## config.mk

```make
export PLATFORM = sky130hd
export DESIGN_NAME = sdcmd_seq
export DESIGN_NICKNAME = d
export VERILOG_FILES = /design/src/rtl/sdcmd_pkg.sv /design/src/rtl/sdcmd_regs.sv /design/src/rtl/sdcmd_seq_fsm.sv /design/src/rtl/sdcmd_rspfifo.sv /design/src/rtl/sdcmd_seq.sv
export SDC_FILE = /design/constraint.sdc
export NUM_CORES = 1
export LEC_CHECK = 0
export ABC_CLOCK_PERIOD_IN_PS = 5300
export BUFFER_PORTS_ARGS = -buffer_cell sky130_fd_sc_hd__clkbuf_2
export CORE_MARGIN = 4
export CORE_UTILIZATION = 56
export CTS_CLUSTER_DIAMETER = 150
export DETAILED_ROUTE_END_ITERATION = 12
export PLACE_DENSITY = 0.81
export SYNTH_ARGS = -nofsm -noshare
export SYNTH_HDL_FRONTEND = slang
export SYNTH_SLANG_ARGS = --single-unit
```

## constraint.sdc

```tcl
create_clock -name clk -period 5.3 [get_ports clk]
set_input_delay 1.59 -clock clk [delete_from_list [all_inputs] [get_ports clk]]
set_output_delay 1.59 -clock clk [all_outputs]
set_load 0.05 [all_outputs]
```

## src/rtl/sdcmd_pkg.sv

```systemverilog
package sdcmd_pkg;
  localparam int RSP_ENTRIES = 9;
  localparam int RSP_BYTES   = 2 * RSP_ENTRIES;

  typedef enum logic [2:0] {
    A_CLK  = 3'd0,
    A_CTRL = 3'd1,
    A_IDX  = 3'd2,
    A_ARGH = 3'd3,
    A_ARGL = 3'd4,
    A_BLEN = 3'd5,
    A_NBLK = 3'd6,
    A_ICLR = 3'd7
  } cfg_addr_e;

  typedef enum logic [1:0] {
    ST_IDLE,
    ST_ISSUE,
    ST_COLLECT,
    ST_EVAL
  } seq_state_e;

  typedef struct packed {
    logic       hold;
    logic       data_en;
    logic [1:0] rclass;
  } ctrl_word_t;
endpackage

```

## src/rtl/sdcmd_regs.sv

```systemverilog
module sdcmd_regs
  import sdcmd_pkg::*;
#(
  parameter int BLEN_W = 12,
  parameter int NBLK_W = 16,
  localparam int BL_W = BLEN_W + NBLK_W
) (
  input  logic              clk,
  input  logic              rst_n,
  input  logic              cfg_we,
  input  logic [2:0]        cfg_addr,
  input  logic [15:0]       cfg_wdata,
  input  logic              busy,
  input  logic              done_ok,
  input  logic              done_to,
  output logic              go,
  output ctrl_word_t        ctrl,
  output logic [5:0]        idx_q,
  output logic [31:0]       arg_q,
  output logic [15:0]       status,
  output logic              irq_q,
  output logic              active_q,
  output logic [BL_W-1:0]   bytes_left
);
  logic              pending_q, clk_en_q, to_q, done_q;
  logic [BLEN_W-1:0] blen_q;
  logic [NBLK_W-1:0] nblk_q;

  assign go     = pending_q && clk_en_q && !ctrl.hold && !busy;
  assign status = {2'b0, done_q, 4'b0, clk_en_q, 6'b0, to_q, 1'b0};

  always_ff @(posedge clk) begin
    if (!rst_n) begin
      pending_q  <= 1'b0;
      clk_en_q   <= 1'b0;
      to_q       <= 1'b0;
      done_q     <= 1'b0;
      irq_q      <= 1'b0;
      active_q   <= 1'b0;
      ctrl       <= '0;
      idx_q      <= '0;
      arg_q      <= '0;
      blen_q     <= '0;
      nblk_q     <= '0;
      bytes_left <= '0;
    end else begin
      if (go) begin
        pending_q <= 1'b0;
        active_q  <= 1'b1;
        to_q      <= 1'b0;
        done_q    <= 1'b0;
      end
      if (done_ok) begin
        done_q <= 1'b1;
        irq_q  <= 1'b1;
        if (ctrl.data_en) bytes_left <= BL_W'(nblk_q) * BL_W'(blen_q);
        else              active_q   <= 1'b0;
      end
      if (done_to) begin
        to_q     <= 1'b1;
        irq_q    <= 1'b1;
        active_q <= 1'b0;
      end
      if (cfg_we) begin
        unique case (cfg_addr_e'(cfg_addr))
          A_CLK: begin
            if (cfg_wdata[1]) clk_en_q <= 1'b1;
            if (cfg_wdata[0]) begin
              clk_en_q <= 1'b0;
              active_q <= 1'b0;
            end
          end
          A_CTRL: begin
            ctrl      <= {cfg_wdata[10], cfg_wdata[2], cfg_wdata[1:0]};
            pending_q <= 1'b1;
            active_q  <= 1'b0;
          end
          A_IDX:  idx_q         <= cfg_wdata[5:0];
          A_ARGH: arg_q[31:16]  <= cfg_wdata;
          A_ARGL: arg_q[15:0]   <= cfg_wdata;
          A_BLEN: blen_q        <= cfg_wdata[BLEN_W-1:0];
          A_NBLK: nblk_q        <= cfg_wdata[NBLK_W-1:0];
          A_ICLR: if (cfg_wdata[2] && !(done_ok || done_to)) irq_q <= 1'b0;
          default: ;
        endcase
      end
    end
  end
endmodule

```

## src/rtl/sdcmd_seq_fsm.sv

```systemverilog
module sdcmd_seq_fsm
  import sdcmd_pkg::*;
#(
  parameter int RSP_IDLE = 16,
  localparam int IDLE_W = $clog2(RSP_IDLE + 1)
) (
  input  logic       clk,
  input  logic       rst_n,
  input  logic       go,
  input  logic [1:0] rclass,
  input  logic       cmd_ready,
  input  logic       rsp_valid,
  input  logic [7:0] rsp_byte,
  input  logic       rsp_last,
  output logic       cmd_valid,
  output logic       rsp_ready,
  output logic       busy,
  output logic       fifo_clr,
  output logic       fifo_we,
  output logic [4:0] fifo_widx,
  output logic [7:0] fifo_wbyte,
  output logic       done_ok,
  output logic       done_to
);
  seq_state_e        state_q;
  logic [4:0]        cnt_q;
  logic [IDLE_W-1:0] idle_q;
  logic              long_enough;

  assign cmd_valid   = (state_q == ST_ISSUE);
  assign rsp_ready   = (state_q == ST_COLLECT);
  assign busy        = (state_q != ST_IDLE);
  assign long_enough = (rclass == 2'd0) ||
                       ((rclass == 2'd2) ? (cnt_q >= 5'd16) : (cnt_q >= 5'd4));
  assign done_ok     = (state_q == ST_EVAL) && long_enough;
  assign done_to     = (state_q == ST_EVAL) && !long_enough;
  assign fifo_clr    = go || done_to;
  assign fifo_we     = rsp_ready && rsp_valid && (cnt_q < 5'(RSP_BYTES));
  assign fifo_widx   = cnt_q;
  assign fifo_wbyte  = rsp_byte;

  always_ff @(posedge clk) begin
    if (!rst_n) begin
      state_q <= ST_IDLE;
      cnt_q   <= '0;
      idle_q  <= '0;
    end else begin
      unique case (state_q)
        ST_IDLE: if (go) begin
          state_q <= ST_ISSUE;
          cnt_q   <= '0;
        end
        ST_ISSUE: if (cmd_ready) begin
          state_q <= (rclass == 2'd0) ? ST_EVAL : ST_COLLECT;
          idle_q  <= '0;
        end
        ST_COLLECT: begin
          if (rsp_valid) begin
            idle_q <= '0;
            if (cnt_q < 5'(RSP_BYTES)) cnt_q <= cnt_q + 5'd1;
            if (rsp_last) state_q <= ST_EVAL;
          end else if (idle_q == IDLE_W'(RSP_IDLE - 1)) begin
            state_q <= ST_EVAL;
          end else begin
            idle_q <= idle_q + 1'b1;
          end
        end
        ST_EVAL: state_q <= ST_IDLE;
        default: state_q <= ST_IDLE;
      endcase
    end
  end
endmodule

```

## src/rtl/sdcmd_rspfifo.sv

```systemverilog
module sdcmd_rspfifo
  import sdcmd_pkg::*;
(
  input  logic        clk,
  input  logic        rst_n,
  input  logic        clr,
  input  logic        rewind,
  input  logic        we,
  input  logic [4:0]  widx,
  input  logic [7:0]  wbyte,
  input  logic        pop,
  output logic [15:0] head
);
  localparam int PTR_W = $clog2(RSP_ENTRIES + 1);

  logic [15:0]      ent_q [RSP_ENTRIES];
  logic [PTR_W-1:0] ptr_q;

  for (genvar e = 0; e < RSP_ENTRIES; e++) begin : g_ent
    always_ff @(posedge clk) begin
      if (!rst_n || clr) begin
        ent_q[e] <= '0;
      end else if (we && (widx[4:1] == 4'(e))) begin
        if (widx[0]) ent_q[e][15:8] <= wbyte;
        else         ent_q[e][7:0]  <= wbyte;
      end
    end
  end

  assign head = (ptr_q < PTR_W'(RSP_ENTRIES)) ? ent_q[ptr_q[3:0]] : 16'h0000;

  always_ff @(posedge clk) begin
    if (!rst_n || clr || rewind) ptr_q <= '0;
    else if (pop && (ptr_q < PTR_W'(RSP_ENTRIES))) ptr_q <= ptr_q + 1'b1;
  end
endmodule

```

## src/rtl/sdcmd_seq.sv

```systemverilog
module sdcmd_seq
  import sdcmd_pkg::*;
#(
  parameter int BLEN_W   = 12,
  parameter int NBLK_W   = 16,
  parameter int RSP_IDLE = 16
) (
  input  logic        clk,
  input  logic        rst_n,
  input  logic        cfg_we,
  input  logic [2:0]  cfg_addr,
  input  logic [15:0] cfg_wdata,
  input  logic        rsp_pop,
  output logic [15:0] rsp_word,
  output logic [7:0]  cmd_echo,
  output logic [15:0] status,
  output logic        irq_end_cmd,
  output logic        xfer_active,
  output logic [BLEN_W+NBLK_W-1:0] bytes_left,
  output logic        cmd_valid,
  input  logic        cmd_ready,
  output logic [5:0]  cmd_index,
  output logic [31:0] cmd_arg,
  input  logic        rsp_valid,
  output logic        rsp_ready,
  input  logic [7:0]  rsp_byte,
  input  logic        rsp_last
);
  ctrl_word_t ctrl;
  logic       go, busy, done_ok, done_to;
  logic       f_clr, f_we;
  logic [4:0] f_idx;
  logic [7:0] f_byte;

  sdcmd_regs #(.BLEN_W(BLEN_W), .NBLK_W(NBLK_W)) u_regs (
    .clk(clk), .rst_n(rst_n), .cfg_we(cfg_we), .cfg_addr(cfg_addr),
    .cfg_wdata(cfg_wdata), .busy(busy), .done_ok(done_ok), .done_to(done_to),
    .go(go), .ctrl(ctrl), .idx_q(cmd_index), .arg_q(cmd_arg),
    .status(status), .irq_q(irq_end_cmd), .active_q(xfer_active),
    .bytes_left(bytes_left)
  );

  sdcmd_seq_fsm #(.RSP_IDLE(RSP_IDLE)) u_fsm (
    .clk(clk), .rst_n(rst_n), .go(go), .rclass(ctrl.rclass),
    .cmd_ready(cmd_ready), .rsp_valid(rsp_valid), .rsp_byte(rsp_byte),
    .rsp_last(rsp_last), .cmd_valid(cmd_valid), .rsp_ready(rsp_ready),
    .busy(busy), .fifo_clr(f_clr), .fifo_we(f_we), .fifo_widx(f_idx),
    .fifo_wbyte(f_byte), .done_ok(done_ok), .done_to(done_to)
  );

  sdcmd_rspfifo u_fifo (
    .clk(clk), .rst_n(rst_n), .clr(f_clr), .rewind(done_ok), .we(f_we),
    .widx(f_idx), .wbyte(f_byte), .pop(rsp_pop), .head(rsp_word)
  );

  assign cmd_echo = {2'b01, cmd_index};
endmodule

```

* Word-level counts from Yosys, hierarchy flattened
Memory sizes are Yosys's and may differ from the RTL's. A register that Yosys moved wholly into a read port is not among the register bits.
Index checks and enable logic that the tools add are counted.
** Cells by class
- Equal/unequal tests :: 27
- $mul :: 1
- Reductions and logical operators :: 49
- Order comparisons :: 4
- Bitwise gates (word level) :: 18
- Multiplexer cells :: 115
- Add/sub/neg operators :: 3
** Operator list (number)
- 2-to-1 mux 8 bit :: 18
- 2-to-1 mux 1 bit :: 79
- 2-to-1 mux 5 bit :: 6
- multiplier 16 x 12 -> 28 bit :: 1
- one-hot mux 5 bit (2 select lines) :: 2
- logical AND 1 bit :: 18
- bitwise OR 1 bit :: 18
- equality test 4 x 3 -> 1 bit, second input constant :: 4
- 2-to-1 mux 16 bit :: 1
- AND reduction 2 bit :: 7
- equality test 3 bit, second input constant :: 4
- nonzero test 2 bit :: 6
- adder 5 x 1 -> 5 bit, second input constant :: 2
- 2-to-1 mux 2 bit :: 5
- inequality test 3 bit, second input constant :: 3
- equality test 4 x 2 -> 1 bit, second input constant :: 2
- 2-to-1 mux 4 bit :: 2
- one-hot mux 2 bit (4 select lines) :: 1
- AND reduction 4 bit :: 2
- equality test 2 bit, second input constant :: 3
- equality test 3 x 2 -> 1 bit, second input constant :: 2
- AND reduction 3 bit :: 2
- equality test 5 x 4 -> 1 bit, second input constant :: 1
- >= comparator 5 x 3 -> 1 bit, second input constant :: 1
- other kinds (16) :: 27
** Word-level totals
- Flip-flop bits (word level) :: 120
- Bits of input ports :: 34
- Word-level logic and storage cells :: 237
- Memories :: 1
- RAM bits :: 144
- Output and inout bits :: 110
** Memories
- u_fifo.ent_q :: depth 9, bits a word 16, rd ports 1, clocked after memory_dff 1, wr ports 9, line sdcmd_rspfifo.sv:16 : logic [15:0] ent_q [RSP_ENTRIES];

* Depth between registers and ports, before layout
- Word-level depth :: 11
- Depth in mapped cells :: 21
- Depth with buffers taken out :: 19

* Cells and area by module
A second synthesis with hierarchy kept.
** Unflattened totals
- Cells, all modules :: 1899
- Area, all modules :: 17825.8 um2
** By module, submodules not included
- sdcmd_regs :: cells each 1209, seq. area each 2082.0 um2, instances 1, area each 9912.0 um2
- sdcmd_rspfifo :: cells each 572, seq. area each 4484.3 um2, instances 1, area each 6969.2 um2
- sdcmd_seq_fsm :: cells each 108, seq. area each 240.2 um2, instances 1, area each 877.1 um2
- sdcmd_seq :: cells each 10, seq. area each 0.0 um2, instances 1, area each 67.6 um2

* Worst setup path before layout
No wires, ideal clock.
- Path kind :: register to register
- From :: reg u_regs.blen_q[3]
- To :: reg u_regs.bytes_left[20]
- Slack :: 244 ps
- Period minus slack after synthesis :: 5056 ps
- Arrival time :: 4938 ps
- Stages on the path, launching flop included :: 21
- Required time :: 5183 ps
- Library setup time :: 117 ps
- Buffers on the path :: 3
- Cells stage by stage :: dfxtp_1 > clkbuf_1 > clkbuf_1 > nand2_1 > fa_1 > fa_1 > inv_1 > fa_1 > fa_1 > inv_1 > fa_1 > inv_1 > ha_1 > clkbuf_2 > a21o_1 > a2bb2oi_1 > nand2_1 > o21ai_0 > o211ai_1 > o21a_1 > a32o_1
** On the way
- Word-level cells in the longest chain between the ends :: 1
** Ends and longest elaborated chain
- from (decl) :: line sdcmd_regs.sv:26 : logic [BLEN_W-1:0] blen_q;
- from (signal assigned) :: line sdcmd_regs.sv:81 : A_BLEN: blen_q <= cfg_wdata[BLEN_W-1:0];
- multiplier 16 x 12 -> 28 bit :: line sdcmd_regs.sv:56 : if (ctrl.data_en) bytes_left <= BL_W'(nblk_q) * BL_W'(blen_q);
- to (signal assigned) :: line sdcmd_regs.sv:56
- to (decl) :: line sdcmd_regs.sv:23 : output logic [BL_W-1:0] bytes_left
No other way between the ends.
A chain may end at the register's enable or synchronous reset.

* Worst setup path after layout
- From :: reg u_regs.nblk_q[4]
- To :: reg u_regs.bytes_left[27]
** On the way
- Word-level cells in the longest chain between the ends :: 1
** Ends and longest elaborated chain
- from (decl) :: line sdcmd_regs.sv:27 : logic [NBLK_W-1:0] nblk_q;
- from (signal assigned) :: line sdcmd_regs.sv:82 : A_NBLK: nblk_q <= cfg_wdata[NBLK_W-1:0];
- multiplier 16 x 12 -> 28 bit :: line sdcmd_regs.sv:56
No other way between the ends.

==> results.txt <==
- The flow ran to the end, and the final reports show no timing, DRC or antenna violations.
* Half-perimeter wire length after detailed placement: 31100 um
- Worst relative slew slack: 17.6%
- Cell Area, Synth: 18100 um2
- Fraction of power spent switching nets: 25.5%
- Overall via count from detail_route: 12.9k
* Primary FF master, synth: edfxtp_1
* Yosys warning total: 0
- Global-route wire length before repair: 69300 um
* Final wirelength: 41500 um
* Clock period minus final worst setup slack: 5.10 ns
* Effective utilization at floorplan: 57.2%
- Net Switching: 1.25 mW
- Ranked by instance count, the synthesized netlist is headed by nand2_1, and2_1, inv_1, edfxtp_1, fa_1.
* Maximum vdd ir drop: 248 uV
- Violation count after the first detailed-route iteration: 1054
* Avg WL per Cell: 17.9 um
- Required time of the critical path: 5.74 ns
- Across the routed clock network, the largest skew measured is 0.0129 ns.
* Relative contribution of sequential cells to total power: 46.6%
- Placement Cell Area: 19000 um2
* Fraction of the cycle the final worst path needs: 96.3%
- Max Clk Rate: 196 MHz
* Antenna-violating nets left: 0
* Fraction of final layout cells sized beyond drive strength 1: 15.4%
- Max capacitance violation total: 0
- Port buffering added 128 buffers.
* Largest fanout of any net on the critical path: 8
* Placeable Area: 31700 um2
- Clk sinks: 268
* Final instance count without filler cells: 2319
- In this run the number of H-tree levels came out at 1.
- Kind of launch point of the worst setup path: register
- Maximum number of pins on one net before global-route repair: 80
- Dpl cells: 2263
- The internal power of the cells totals 3.66 mW.
- Largest cells by area after synthesis: edfxtp_1, fa_1, dfxtp_1
* Number of antenna diodes: 0
- Post-synthesis area per instance: 9.99 um2
* Area fraction of the dominant cell type after synthesis: 23.9%
- Largest area contributor in the netlist: edfxtp_1
- Clock insertion delay at the later pin of the skew report: 0.57 ns
* LEAKAGE: 8.58 nW
* Distinct cell type count of the synthesized netlist: 73
* Max Slew Vio Count: 0
- The longest clock path from root to sink contains 3 buffers.
- The die covers 35300 um2.
* Final Net Count: 2145
- Of all flip-flops after synthesis, the portion carrying an async set or reset was 0%.
- GRT Util Overall: 23.6%
- Once layout is done, the placed cells without fillers occupy 20000 um2.
* Worst setup slack for register-to-register paths: 0.20 ns
* Class of the worst hold path: register to register
- Measured slew at the worst slew-check pin: 1.22 ns
- The congestion estimate from routability-driven global placement came to 0.911.
* Congestion Overflow GR: 0
- In the routed design, unresolved DRC markers number 0.
- From left edge to right edge, the die measures 188 um.
- Counting the buffers created by CTS gives 29.
- Setup repair after global routing missed its margin: no
- IO Count: 144
- For the final routed database, the setup TNS stands at 0 ns.
- After filler insertion, the fill cell instance count of the layout stands at 2468.
* Clock tree from TritonCTS: built
- The die is 188 um tall.
* Number of vias per cell: 5.58
* Pwr per Cell Area: 245 nW/um2
- Clock root buffer: clkbuf_16
- Critical Path Sink Type: register
- Final hold analysis gives a worst-case slack of 0.456 ns.
- Setup violations remaining at the end of the flow were counted as 0.
- The pre-antenna-repair detailed-routing pass consisted of 5 iterations.
* Clk network pwr share: 42.7%
* Post-CTS clock slew at the launch and capture registers of the worst setup and hold paths: 0.06 ns
- For the worst setup path, the data arrival time is 5.54 ns.
* Number of antenna violations at the first check in global routing: 0
- Synthesis handed over a netlist of 1814 instances.
- The setup path with the least slack is of type register to register.
* Cell with the most instances after synthesis: nand2_1
* Proportion of synthesized chip area in sequential cells: 37.5%
- The number of global-route vias before repair was 13.5k.
- Total number of placement rows: 65
- Share of total power in combinational logic: 10.6%
- Final-report hold violation count: 0
- Flops & latches, synth: 268
* Layout overhead on the synthesized area: 10.5%
- Post-synth EDFFs: 144
-- path summary, 6_finish.rpt --
check / start / endpoint / depth (start not counted)
worst max-delay path: u_regs.nblk_q[4] / u_regs.bytes_left[27] / 17
worst min-delay path: u_regs.bytes_left[25] / u_regs.bytes_left[25] / 2
worst max register to register: u_regs.nblk_q[4] / u_regs.bytes_left[27] / 17
worst min register to register: u_regs.bytes_left[25] / u_regs.bytes_left[25] / 2
-- worst max-delay path, stage by stage, from the launching register on --
cell and delay (ns):
dfxtp_1 0.47, buf_4 0.20, nand2_1 0.07, fa_1 0.41, fa_1 0.54, fa_1 0.56, inv_1 0.06, fa_1 0.47
inv_1 0.05, fa_1 0.47, inv_1 0.04, ha_1 0.33, a21oi_1 0.34, nor2_1 0.09, a311o_1 0.33, a31oi_2 0.26
mux2i_1 0.23, nand2_1 0.07
-- final cells by class --
class	instances	area (um2)	share of cell area [%]
Multi-Input combinational cell	1244	10100	50.3
Sequential cell	268	6830	34.1
Timing Repair Buffer	163	910	4.54
Clock buffer	35	778	3.88
Inverter	188	706	3.52
Tap cell	402	503	2.51
Clock inverter	19	231	1.16
-- state kept, by name (all words and copies together) (netlist names), named ones only --
signal	cells
u_fifo.ent_q	144
u_fifo.ptr_q	4
u_fsm.fifo_widx	5
u_fsm.idle_q	5
u_fsm.state_q	2
u_regs.active_q	1
u_regs.arg_q	32
u_regs.blen_q	12
u_regs.bytes_left	28
u_regs.clk_en_q	1
u_regs.ctrl	4
u_regs.done_q	1
u_regs.idx_q	6
u_regs.irq_q	1
u_regs.nblk_q	16
u_regs.pending_q	1
u_regs.to_q	1
-- cells by family (layout without fill, tap and decap cells) --
kind of cell	Yosys count	after routing	synth area share, %
buffers and inverters	315	405	7.25
adder cells (fa/ha/maj)	217	217	20.8
AND/OR/NAND/NOR	716	716	20.0
XOR/XNOR	19	19	0.918
AO/OA/AOI/OAI	212	212	7.70
other	2	15	0.0414
multiplexers	65	65	5.80
flip-flops	268	268	37.5
-- repair_timing --
item	CTS	global route
hold buffers	0	0
setup buffers	0	2
setup endpoints to repair	4	12
pin swaps	0	3
resized for setup	6	20
-- power groups by stage --
stage | Combinational [mW] | Sequential [mW] | Clock (mW)
finish | 0.521 | 2.29 | 2.10
global route | 0.567 | 2.30 | 2.22
CTS | 0.523 | 2.29 | 2.13
detailed placement | 0.519 | 2.33 | 0
global placement | 0.505 | 2.33 | 0
floorplan | 0.389 | 2.33 | 0
-- metrics by stage --
stage / utilization, % / setup WS (ns) / total power, mW
floorplan: - / 0.244 / 2.72
global placement: 59.8 / 0.0452 / 2.83
detailed placement: 59.8 / -0.0971 / 2.85
CTS: 63.0 / 0.00289 / 4.94
global route: 63.2 / 0.0120 / 5.09
finish: 63.2 / 0.197 / 4.91
-- per-layer routing --
layer / vias to the layer above / wire [um] / track usage [%]
met3: 89 / 2780 / 3.87
met1: 6347 / 17000 / 31.0
met5: - / 0 / 0
met2: 467 / 20700 / 41.2
li1: 6037 / - / -
met4: 0 / 1100 / 5.93
-- placed cells by master (no fill, tap or decap), drive strengths merged, types with 8 or more instances in the layout --
cell type | Yosys | layout
inv | 188 | 190
ha | 77 | 77
nor2 | 67 | 67
edfxtp | 144 | 144
fa | 140 | 140
and2 | 225 | 225
buf | 39 | 36
mux4 | 32 | 32
o21ai | 48 | 48
nand4 | 8 | 8
clkbuf | 88 | 162
dfxtp | 124 | 124
nor3 | 27 | 27
nand2 | 314 | 314
and3 | 9 | 9
xnor2 | 13 | 13
nor2b | 21 | 21
a21oi | 46 | 46
conb | 2 | 15
a21boi | 70 | 70
mux2i | 33 | 33
clkinv | 0 | 11
nand3 | 22 | 22
Note: power is estimated with default switching activity, not from simulation.
